`config.mk`:
```
export PLATFORM = sky130hd
export DESIGN_NAME = llr_unit
export DESIGN_NICKNAME = d
export VERILOG_FILES = /design/src/rtl/llr_pkg.sv /design/src/rtl/llr_branch_sum.sv /design/src/rtl/llr_max_tree.sv /design/src/rtl/llr_result.sv /design/src/rtl/llr_unit.sv
export SDC_FILE = /design/constraint.sdc
export NUM_CORES = 2
export LEC_CHECK = 0
export BUFFER_PORTS_ARGS = -buffer_cell sky130_fd_sc_hd__buf_4
export CORE_AREA = 2 2 246 344
export DETAILED_ROUTE_END_ITERATION = 8
export DIE_AREA = 0 0 248 346
export HOLD_SLACK_MARGIN = 0.02
export PLACE_DENSITY_LB_ADDON = 0.2
export SLEW_MARGIN = 40
export SYNTH_ARGS = -nofsm -noshare
export SYNTH_HDL_FRONTEND = slang
export SYNTH_HIERARCHICAL = 1
export SYNTH_SLANG_ARGS = --single-unit
export TNS_END_PERCENT = 1
```
`constraint.sdc`:
```
create_clock -name clk -period 7.3 [get_ports clk]
set_clock_uncertainty 0.15 [all_clocks]
set_input_delay 0.365 -clock clk [delete_from_list [all_inputs] [get_ports clk]]
set_output_delay 0.365 -clock clk [all_outputs]
set_load 0.01 [all_outputs]
```
`src/rtl/llr_pkg.sv`:
```
package llr_pkg;
  localparam int NSTATE = 8;
  localparam int NSLOT  = 4;

  function automatic logic fb_bit(input logic [2:0] s, input logic u);
    return u ^ s[1] ^ s[0];
  endfunction

  function automatic logic par_bit(input logic [2:0] s, input logic u);
    return fb_bit(s, u) ^ s[2] ^ s[0];
  endfunction

  function automatic logic [2:0] nxt_state(input logic [2:0] s, input logic u);
    return {fb_bit(s, u), s[2], s[1]};
  endfunction
endpackage

```
`src/rtl/llr_branch_sum.sv`:
```
module llr_branch_sum #(
  parameter int MW = 12,
  parameter int GW = 10,
  parameter int SW = 14
) (
  input  logic                              clk,
  input  logic                              en,
  input  logic [llr_pkg::NSTATE*MW-1:0]     alpha_in,
  input  logic [llr_pkg::NSTATE*MW-1:0]     beta_in,
  input  logic [llr_pkg::NSLOT*GW-1:0]      gamma_in,
  output logic [llr_pkg::NSTATE*SW-1:0]     sum0_flat,
  output logic [llr_pkg::NSTATE*SW-1:0]     sum1_flat
);
  import llr_pkg::*;

  logic signed [SW-1:0] ag0 [NSTATE];
  logic signed [SW-1:0] ag1 [NSTATE];
  logic signed [SW-1:0] bq  [NSTATE];
  logic signed [SW-1:0] br0 [NSTATE];
  logic signed [SW-1:0] br1 [NSTATE];

  function automatic logic signed [SW-1:0] st_metric(input logic [NSTATE*MW-1:0] v, input int idx);
    return SW'($signed(v[idx*MW +: MW]));
  endfunction

  function automatic logic signed [SW-1:0] br_metric(input logic [NSLOT*GW-1:0] v, input int idx);
    return SW'($signed(v[idx*GW +: GW]));
  endfunction

  // stage 1: alpha plus the branch metric of each branch; beta registered alongside
  // stage 2: add beta of the state each branch leads to
  always_ff @(posedge clk) begin
    if (en) begin
      for (int s = 0; s < NSTATE; s++) begin
        ag0[s] <= st_metric(alpha_in, s) + br_metric(gamma_in, int'(par_bit(3'(s), 1'b0)));
        ag1[s] <= st_metric(alpha_in, s) + br_metric(gamma_in, 2 + int'(par_bit(3'(s), 1'b1)));
        bq[s]  <= st_metric(beta_in, s);
      end
      for (int s = 0; s < NSTATE; s++) begin
        br0[s] <= ag0[s] + bq[nxt_state(3'(s), 1'b0)];
        br1[s] <= ag1[s] + bq[nxt_state(3'(s), 1'b1)];
      end
    end
  end

  always_comb begin
    for (int s = 0; s < NSTATE; s++) begin
      sum0_flat[s*SW +: SW] = br0[s];
      sum1_flat[s*SW +: SW] = br1[s];
    end
  end
endmodule

```
`src/rtl/llr_max_tree.sv`:
```
module llr_max_tree #(
  parameter int N = 8,
  parameter int W = 14
) (
  input  logic                clk,
  input  logic                rst_n,
  input  logic                en,
  input  logic [N*W-1:0]      in_flat,
  output logic signed [W-1:0] out_max
);
  localparam int LV = $clog2(N);

  for (genvar l = 0; l < LV; l++) begin : g_lvl
    localparam int CNT = N >> (l + 1);
    for (genvar i = 0; i < CNT; i++) begin : g_node
      logic signed [W-1:0] x;
      logic signed [W-1:0] y;
      logic signed [W-1:0] q;
      if (l == 0) begin : g_leaf
        assign x = in_flat[(2*i)*W +: W];
        assign y = in_flat[(2*i+1)*W +: W];
      end else begin : g_inner
        assign x = g_lvl[l-1].g_node[2*i].q;
        assign y = g_lvl[l-1].g_node[2*i+1].q;
      end
      always_ff @(posedge clk) begin
        if (en) q <= (x > y) ? x : y;
      end
    end
  end

  assign out_max = g_lvl[LV-1].g_node[0].q;

  // cycles since reset, saturating, so the bound below never looks before reset
  logic [7:0] warm;
  always_ff @(posedge clk or negedge rst_n) begin
    if (!rst_n) warm <= '0;
    else if (warm < 8'(LV)) warm <= warm + 8'd1;
  end

  for (genvar i = 0; i < N; i++) begin : g_chk
    // the reduced value is never below any branch that entered LV advancing cycles ago
    a_r1_tree_bound: assert property (@(posedge clk) disable iff (!rst_n)
      (warm == 8'(LV)) && $past(en, 1) && $past(en, 2) && $past(en, 3)
      |-> out_max >= $signed($past(in_flat[i*W +: W], LV)));
  end
endmodule

```
`src/rtl/llr_result.sv`:
```
module llr_result #(
  parameter int SW = 14,
  parameter int LW = 15,
  parameter int XW = 8
) (
  input  logic                 clk,
  input  logic                 rst_n,
  input  logic                 en,
  input  logic                 in_valid,
  input  logic signed [SW-1:0] max1,
  input  logic signed [SW-1:0] max0,
  input  logic signed [XW-1:0] sys_v,
  input  logic signed [XW-1:0] apri_v,
  output logic                 out_valid,
  output logic signed [LW-1:0] llr_q,
  output logic signed [XW-1:0] ext_q,
  output logic                 hard_q
);
  localparam int EW = LW + 2;
  localparam logic signed [EW-1:0] XMAX = EW'((2 ** (XW - 1)) - 1);
  localparam logic signed [EW-1:0] XMIN = -XMAX - EW'(1);

  logic signed [LW-1:0] diff;
  logic signed [EW-1:0] wide;
  logic signed [XW-1:0] sat;

  always_comb begin
    diff = LW'(max1) - LW'(max0);
    wide = EW'(diff) - EW'(sys_v) - EW'(apri_v);
    if (wide > XMAX)      sat = XMAX[XW-1:0];
    else if (wide < XMIN) sat = XMIN[XW-1:0];
    else                  sat = wide[XW-1:0];
  end

  always_ff @(posedge clk or negedge rst_n) begin
    if (!rst_n) out_valid <= 1'b0;
    else if (en) out_valid <= in_valid;
  end

  always_ff @(posedge clk) begin
    if (en) begin
      llr_q  <= diff;
      ext_q  <= sat;
      hard_q <= diff > 0;
    end
  end

  // decision follows which reduced maximum was larger one stage earlier
  a_r6_hard_sign: assert property (@(posedge clk) disable iff (!rst_n)
    en && in_valid |=> hard_q == ($past(max1) > $past(max0)));

  // equal maxima and zero sideband give zero ratio and zero extrinsic
  a_r5_zero_prior: assert property (@(posedge clk) disable iff (!rst_n)
    en && in_valid && sys_v == 0 && apri_v == 0 && max1 == max0
    |=> llr_q == 0 && ext_q == 0 && !hard_q);
endmodule

```
`src/rtl/llr_unit.sv`:
```
module llr_unit #(
  parameter int MW = 12,
  parameter int GW = 10,
  parameter int XW = 8,
  localparam int SW = ((MW > GW) ? MW : GW) + 2,
  localparam int LW = SW + 1
) (
  input  logic                  clk,
  input  logic                  rst_n,
  input  logic                  in_valid,
  output logic                  in_ready,
  input  logic [8*MW-1:0]       alpha_in,
  input  logic [8*MW-1:0]       beta_in,
  input  logic [4*GW-1:0]       gamma_in,
  input  logic [XW-1:0]         sys_in,
  input  logic [XW-1:0]         apri_in,
  output logic                  out_valid,
  input  logic                  out_ready,
  output logic [LW-1:0]         llr_out,
  output logic [XW-1:0]         ext_out,
  output logic                  hard_out
);
  import llr_pkg::*;

  localparam int PRE = 2 + $clog2(NSTATE);   // stages ahead of the result register
  localparam int DEPTH = PRE + 1;

  logic adv;
  assign adv      = !out_valid || out_ready;
  assign in_ready = adv;

  logic [NSTATE*SW-1:0] sum0_flat, sum1_flat;
  logic signed [SW-1:0] max0, max1;

  llr_branch_sum #(.MW(MW), .GW(GW), .SW(SW)) u_branch (
    .clk(clk), .en(adv), .alpha_in(alpha_in), .beta_in(beta_in), .gamma_in(gamma_in),
    .sum0_flat(sum0_flat), .sum1_flat(sum1_flat)
  );

  llr_max_tree #(.N(NSTATE), .W(SW)) u_tree1 (
    .clk(clk), .rst_n(rst_n), .en(adv), .in_flat(sum1_flat), .out_max(max1)
  );

  llr_max_tree #(.N(NSTATE), .W(SW)) u_tree0 (
    .clk(clk), .rst_n(rst_n), .en(adv), .in_flat(sum0_flat), .out_max(max0)
  );

  // valid and sideband travel with the metrics
  logic [PRE-1:0] vld;
  logic [XW-1:0]  sys_d  [PRE];
  logic [XW-1:0]  apri_d [PRE];

  always_ff @(posedge clk or negedge rst_n) begin
    if (!rst_n) vld <= '0;
    else if (adv) vld <= {vld[PRE-2:0], in_valid};
  end

  always_ff @(posedge clk) begin
    if (adv) begin
      sys_d[0]  <= sys_in;
      apri_d[0] <= apri_in;
      for (int k = 1; k < PRE; k++) begin
        sys_d[k]  <= sys_d[k-1];
        apri_d[k] <= apri_d[k-1];
      end
    end
  end

  logic signed [LW-1:0] llr_q;
  logic signed [XW-1:0] ext_q;

  llr_result #(.SW(SW), .LW(LW), .XW(XW)) u_result (
    .clk(clk), .rst_n(rst_n), .en(adv), .in_valid(vld[PRE-1]),
    .max1(max1), .max0(max0),
    .sys_v($signed(sys_d[PRE-1])), .apri_v($signed(apri_d[PRE-1])),
    .out_valid(out_valid), .llr_q(llr_q), .ext_q(ext_q), .hard_q(hard_out)
  );

  assign llr_out = llr_q;
  assign ext_out = ext_q;

  // a refused result is held unchanged
  a_r4_hold: assert property (@(posedge clk) disable iff (!rst_n)
    out_valid && !out_ready |=> out_valid && $stable(llr_out) && $stable(ext_out) && $stable(hard_out));

  // accepted minus delivered never exceeds the pipeline depth
  logic [7:0] inflight;
  always_ff @(posedge clk or negedge rst_n) begin
    if (!rst_n) inflight <= '0;
    else inflight <= inflight + 8'(in_valid && in_ready) - 8'(out_valid && out_ready);
  end

  a_r7_inflight: assert property (@(posedge clk) disable iff (!rst_n)
    inflight <= 8'(DEPTH));
endmodule

```
==> results.md <==
* DRT Wirelength at 127.0 mm
* Port Buf Inserts at 277
* Setup WS pre-CTS at 1.949 ns
* Initial antenna violation count at 0
* Avg Inst Size Synth at 12.06 sq um
* I/O pins at 278
* Register area at 25,010 sq um
* Synth warnings at 6
* Worst-path fanout max at 7
* CTS clk-pin slew, worst paths at 0.07 ns
* Number of core rows at 125
* Worst path cell trace: ha_1 > fa_1 > nand2b_1 > a21o_1 > a211oi_1 > nor2_1 > xnor2_1 > fa_1 > ha_1 > inv_2 > o31ai_1 > a221oi_1 > o211ai_1 > o21ai_0 > nor4_4 > o221ai_1
* Crit path time final at 5.334 ns
* RSZ-0062 raised after global routing: no
* Largest family of logic cells by synthesized area: adder cells
* Synth cell types at 82
* First-pass DRT Iterations at 5
* Later-pin clock latency in the skew report at 0.65 ns
* Syn nets at 5,211
* CTS tree: yes
* Core Box Area at 82,740 sq um
* Fill count at 5,649
* Die Span Y at 346 um
* Top_reg_cell synth: edfxtp_1
* Nets at 5,700
* GRT overflow at 0
* Part of the Yosys area used for sequential elements at 48.41%
* Post-synthesis simple-gate area fraction at 7.448%
* Final worst path period share at 73.06%
* M3 GR Usage at 3.464%
* HPWL Detailed at 97.87 mm
* WL/cell at 21.43 um
* Area grow syn2layout at 14.95%
* Post-synth top area share at 48.12%
* Ys async rst share at 0.7194%
* Initial core utilization at 62.45%
* Synth Area in Adders at 17.02%
* Number of clock sinks at 834
* Max Buffers Root-to-Sink at 3
* Via Count at 35,381
* Xor-xnor portion of the synthesized cell area at 5.322%
* Die Span X at 248 um
* Number of cells produced by synthesis at 4,285
* DRC Markers at 0
* TNS Setup at 0 ns
* CTS H-Tree Depth at 3
* Vias in the first global route at 35,911
* Number of diodes at 0
* Worst-Margin Slew at 0.7752 ns
* Initial DRC count at 2,124
* Post-CTS Setup Bufs at 0
* Detail Route Antenna Nets at 0
* Fmax at 187.5 MHz
* Nature of the critical path endpoint: flip-flop
* Top post-synthesis cells by area: edfxtp_1 48%, ha_1 15%, xnor2_1 4.1%, mux2_2 3.3%, inv_1 2.9%
* Critical path's slowest cell: o31ai_1
* CP arrival at 5.53 ns
* Ranking of synthesized cells by instance count: 828 x edfxtp_1, 626 x ha_1, 400 x inv_1, 289 x a21oi_1, 242 x xnor2_1
* Area of the multi-input gates at 25,030 sq um
* GP Congestion at 0.9199
* Pwr/cell area at 542.8 nW/um^2
* Share of layout cells above drive strength 1 at 13.87%
* Cell taking the most area after synthesis: edfxtp_1
* Final core occ at 71.79%
* CTS buffer count at 83
* Synth Cell Area at 51,670 sq um
* Worst min-delay path class: in -> reg
* Max Cap Viol at 0
* Final Slew Violations at 0
* Post-synthesis mux area share at 4.928%
* Setup violations, final at 0
* Post-synth EDFFs at 828
* Final Hold Fails at 0
* Peak VDD IR at 0.9017 mV
* Via-to-Cell Ratio at 5.973
* Status: finished clean
* Top-count cell post-synth: edfxtp_1
* #FFs+latches synth at 834
* Startpoint Class: flip-flop
* GRT Resource Usage Total at 29.78%
* Die area at 85,810 sq um
* Grt peak-use layer: met2
* CP peak stage delay at 0.52 ns
* Final WS setup at 1.966 ns
* Synth Area in Compound Gates at 13.51%
* Hold Buf Count CTS at 146
* Req. time, crit path at 7.50 ns
* Global-route wire length before repair at 193.5 mm
* Root buffer cell: clkbuf_16
* Kind of critical path: reg -> reg
* Met1 Resource Use GR at 32.46%
* Largest net degree at the start of global routing at 169
* Lkg Pwr at 25.41 nW
* Post-CTS Resized at 0
* Relative slew margins at 48.32%
* Met2 usage at 54.19%
==> per-layer routing <==
metal | up-vias | part of all wire (%)
met3 | 325 | 4.5
met1 | 16955 | 37
li1 | 17075 | -
met4 | 0 | 7.1
met2 | 1026 | 52
met5 | - | 0
==> area by class of cell <==
| cell class | count | area share, % |
|---|---|---|
| Multi-Input combinational cell | 3021 | 42.14 |
| Timing Repair Buffer | 433 | 6.260 |
| Clock inverter | 54 | 1.003 |
| Tap cell | 1079 | 2.273 |
| Clock buffer | 101 | 3.682 |
| Inverter | 401 | 2.534 |
| Sequential cell | 834 | 42.11 |
==> metrics by stage <==
stage	hold slack, ns	total power, W	std cells	area (sq um)
floorplan	-0.08059	0.02276	4285	51670
global placement	0.02418	0.02715	5619	54970
detailed placement	0.02471	0.02759	5620	55080
CTS	0.02112	0.03221	5921	59320
global route	0.05814	0.03446	5923	59400
finish	0.05555	0.03224	5923	59400
==> placed cells by master (no fill, tap or decap), types with 45 or more instances in the layout <==
cell,netlist,layout
edfxtp_1,828,828
ha_1,626,626
inv_1,400,400
a21oi_1,289,289
buf_4,0,280
xnor2_1,242,242
nor2_1,203,203
nand2_1,164,164
a21o_1,155,155
mux2_2,152,152
dlygate4sd3_1,0,146
o21ai_0,136,136
clkbuf_16,0,85
o21ai_1,85,85
nand3_1,78,78
xor2_1,72,72
nor3_1,60,60
o21a_1,53,53
nor2b_1,52,52
nand4_1,49,49
fa_1,48,48
nand2b_1,46,46
o21bai_1,46,46
mux2_4,45,45
==> where the power goes <==
part / switching, W / internal [W] / leakage, nW / total [W]
registers: 0.00123 / 0.00859 / 8.51 / 0.00982
logic: 0.0104 / 0.00759 / 15.6 / 0.0180
clock network: 0.00188 / 0.00252 / 1.35 / 0.00440
total: 0.0135 / 0.0187 / 25.4 / 0.0322
==> flip-flops by register name, summed over array words and instances (netlist names) <==
register	flops
u_result/hard_q	1
vld	5
apri_d	40
u_tree1/out_max	14
u_branch/ag1	104
u_tree1/g_lvl.g_node.q	84
u_branch/ag0	104
u_tree0/g_lvl.g_node.q	84
u_result/llr_q	15
u_branch/br1	112
sys_d	40
u_tree0/out_max	14
u_branch/br0	112
u_result/ext_q	8
u_result/out_valid	1
u_branch/bq	96
==> cells by family after synthesis <==
group,Yosys count
AOI/OAI and AO/OA,1053
xor gates and xnor gates,314
adders and majority gates,674
buffers and inverters,430
DFF,834
muxes,212
and+or+nand+nor,768
==> worst max-delay path: cells and delay by family (launching register included) <==
family                   cells  cell delay (ns)
AO/OA/AOI/OAI                7             1.79
adder cells (fa/ha/maj)      4             1.57
AND/OR/NAND/NOR              3             0.79
flip-flops                   1             0.37
XOR/XNOR                     1             0.31
buffers and inverters        1             0.08
==> final timing paths <==
| path | from | endpoint | slack [ns] | cells past startpoint |
|---|---|---|---|---|
| min | alpha_in[29] | u_branch/ag0[0][33]$_DFFE_PP_ | 0.06 | 3 |
| max | u_tree0/out_max[0]$_DFFE_PP_ | u_result/ext_q[5]$_SDFFCE_PN1P_ | 1.97 | 16 |
| min reg2reg | apri_d[1][4]$_DFFE_PP_ | apri_d[2][4]$_DFFE_PP_ | 0.26 | 0 |
| max in group asynchronous | rst_n | vld[0]$_DFFE_PN0P_ | 6.27 | 3 |
| min in group asynchronous | rst_n | u_result/out_valid$_DFFE_PN0P_ | 0.53 | 3 |
| max reg2reg | u_tree0/out_max[0]$_DFFE_PP_ | u_result/ext_q[5]$_SDFFCE_PN1P_ | 1.97 | 16 |
(Power assumes the default switching activity.)
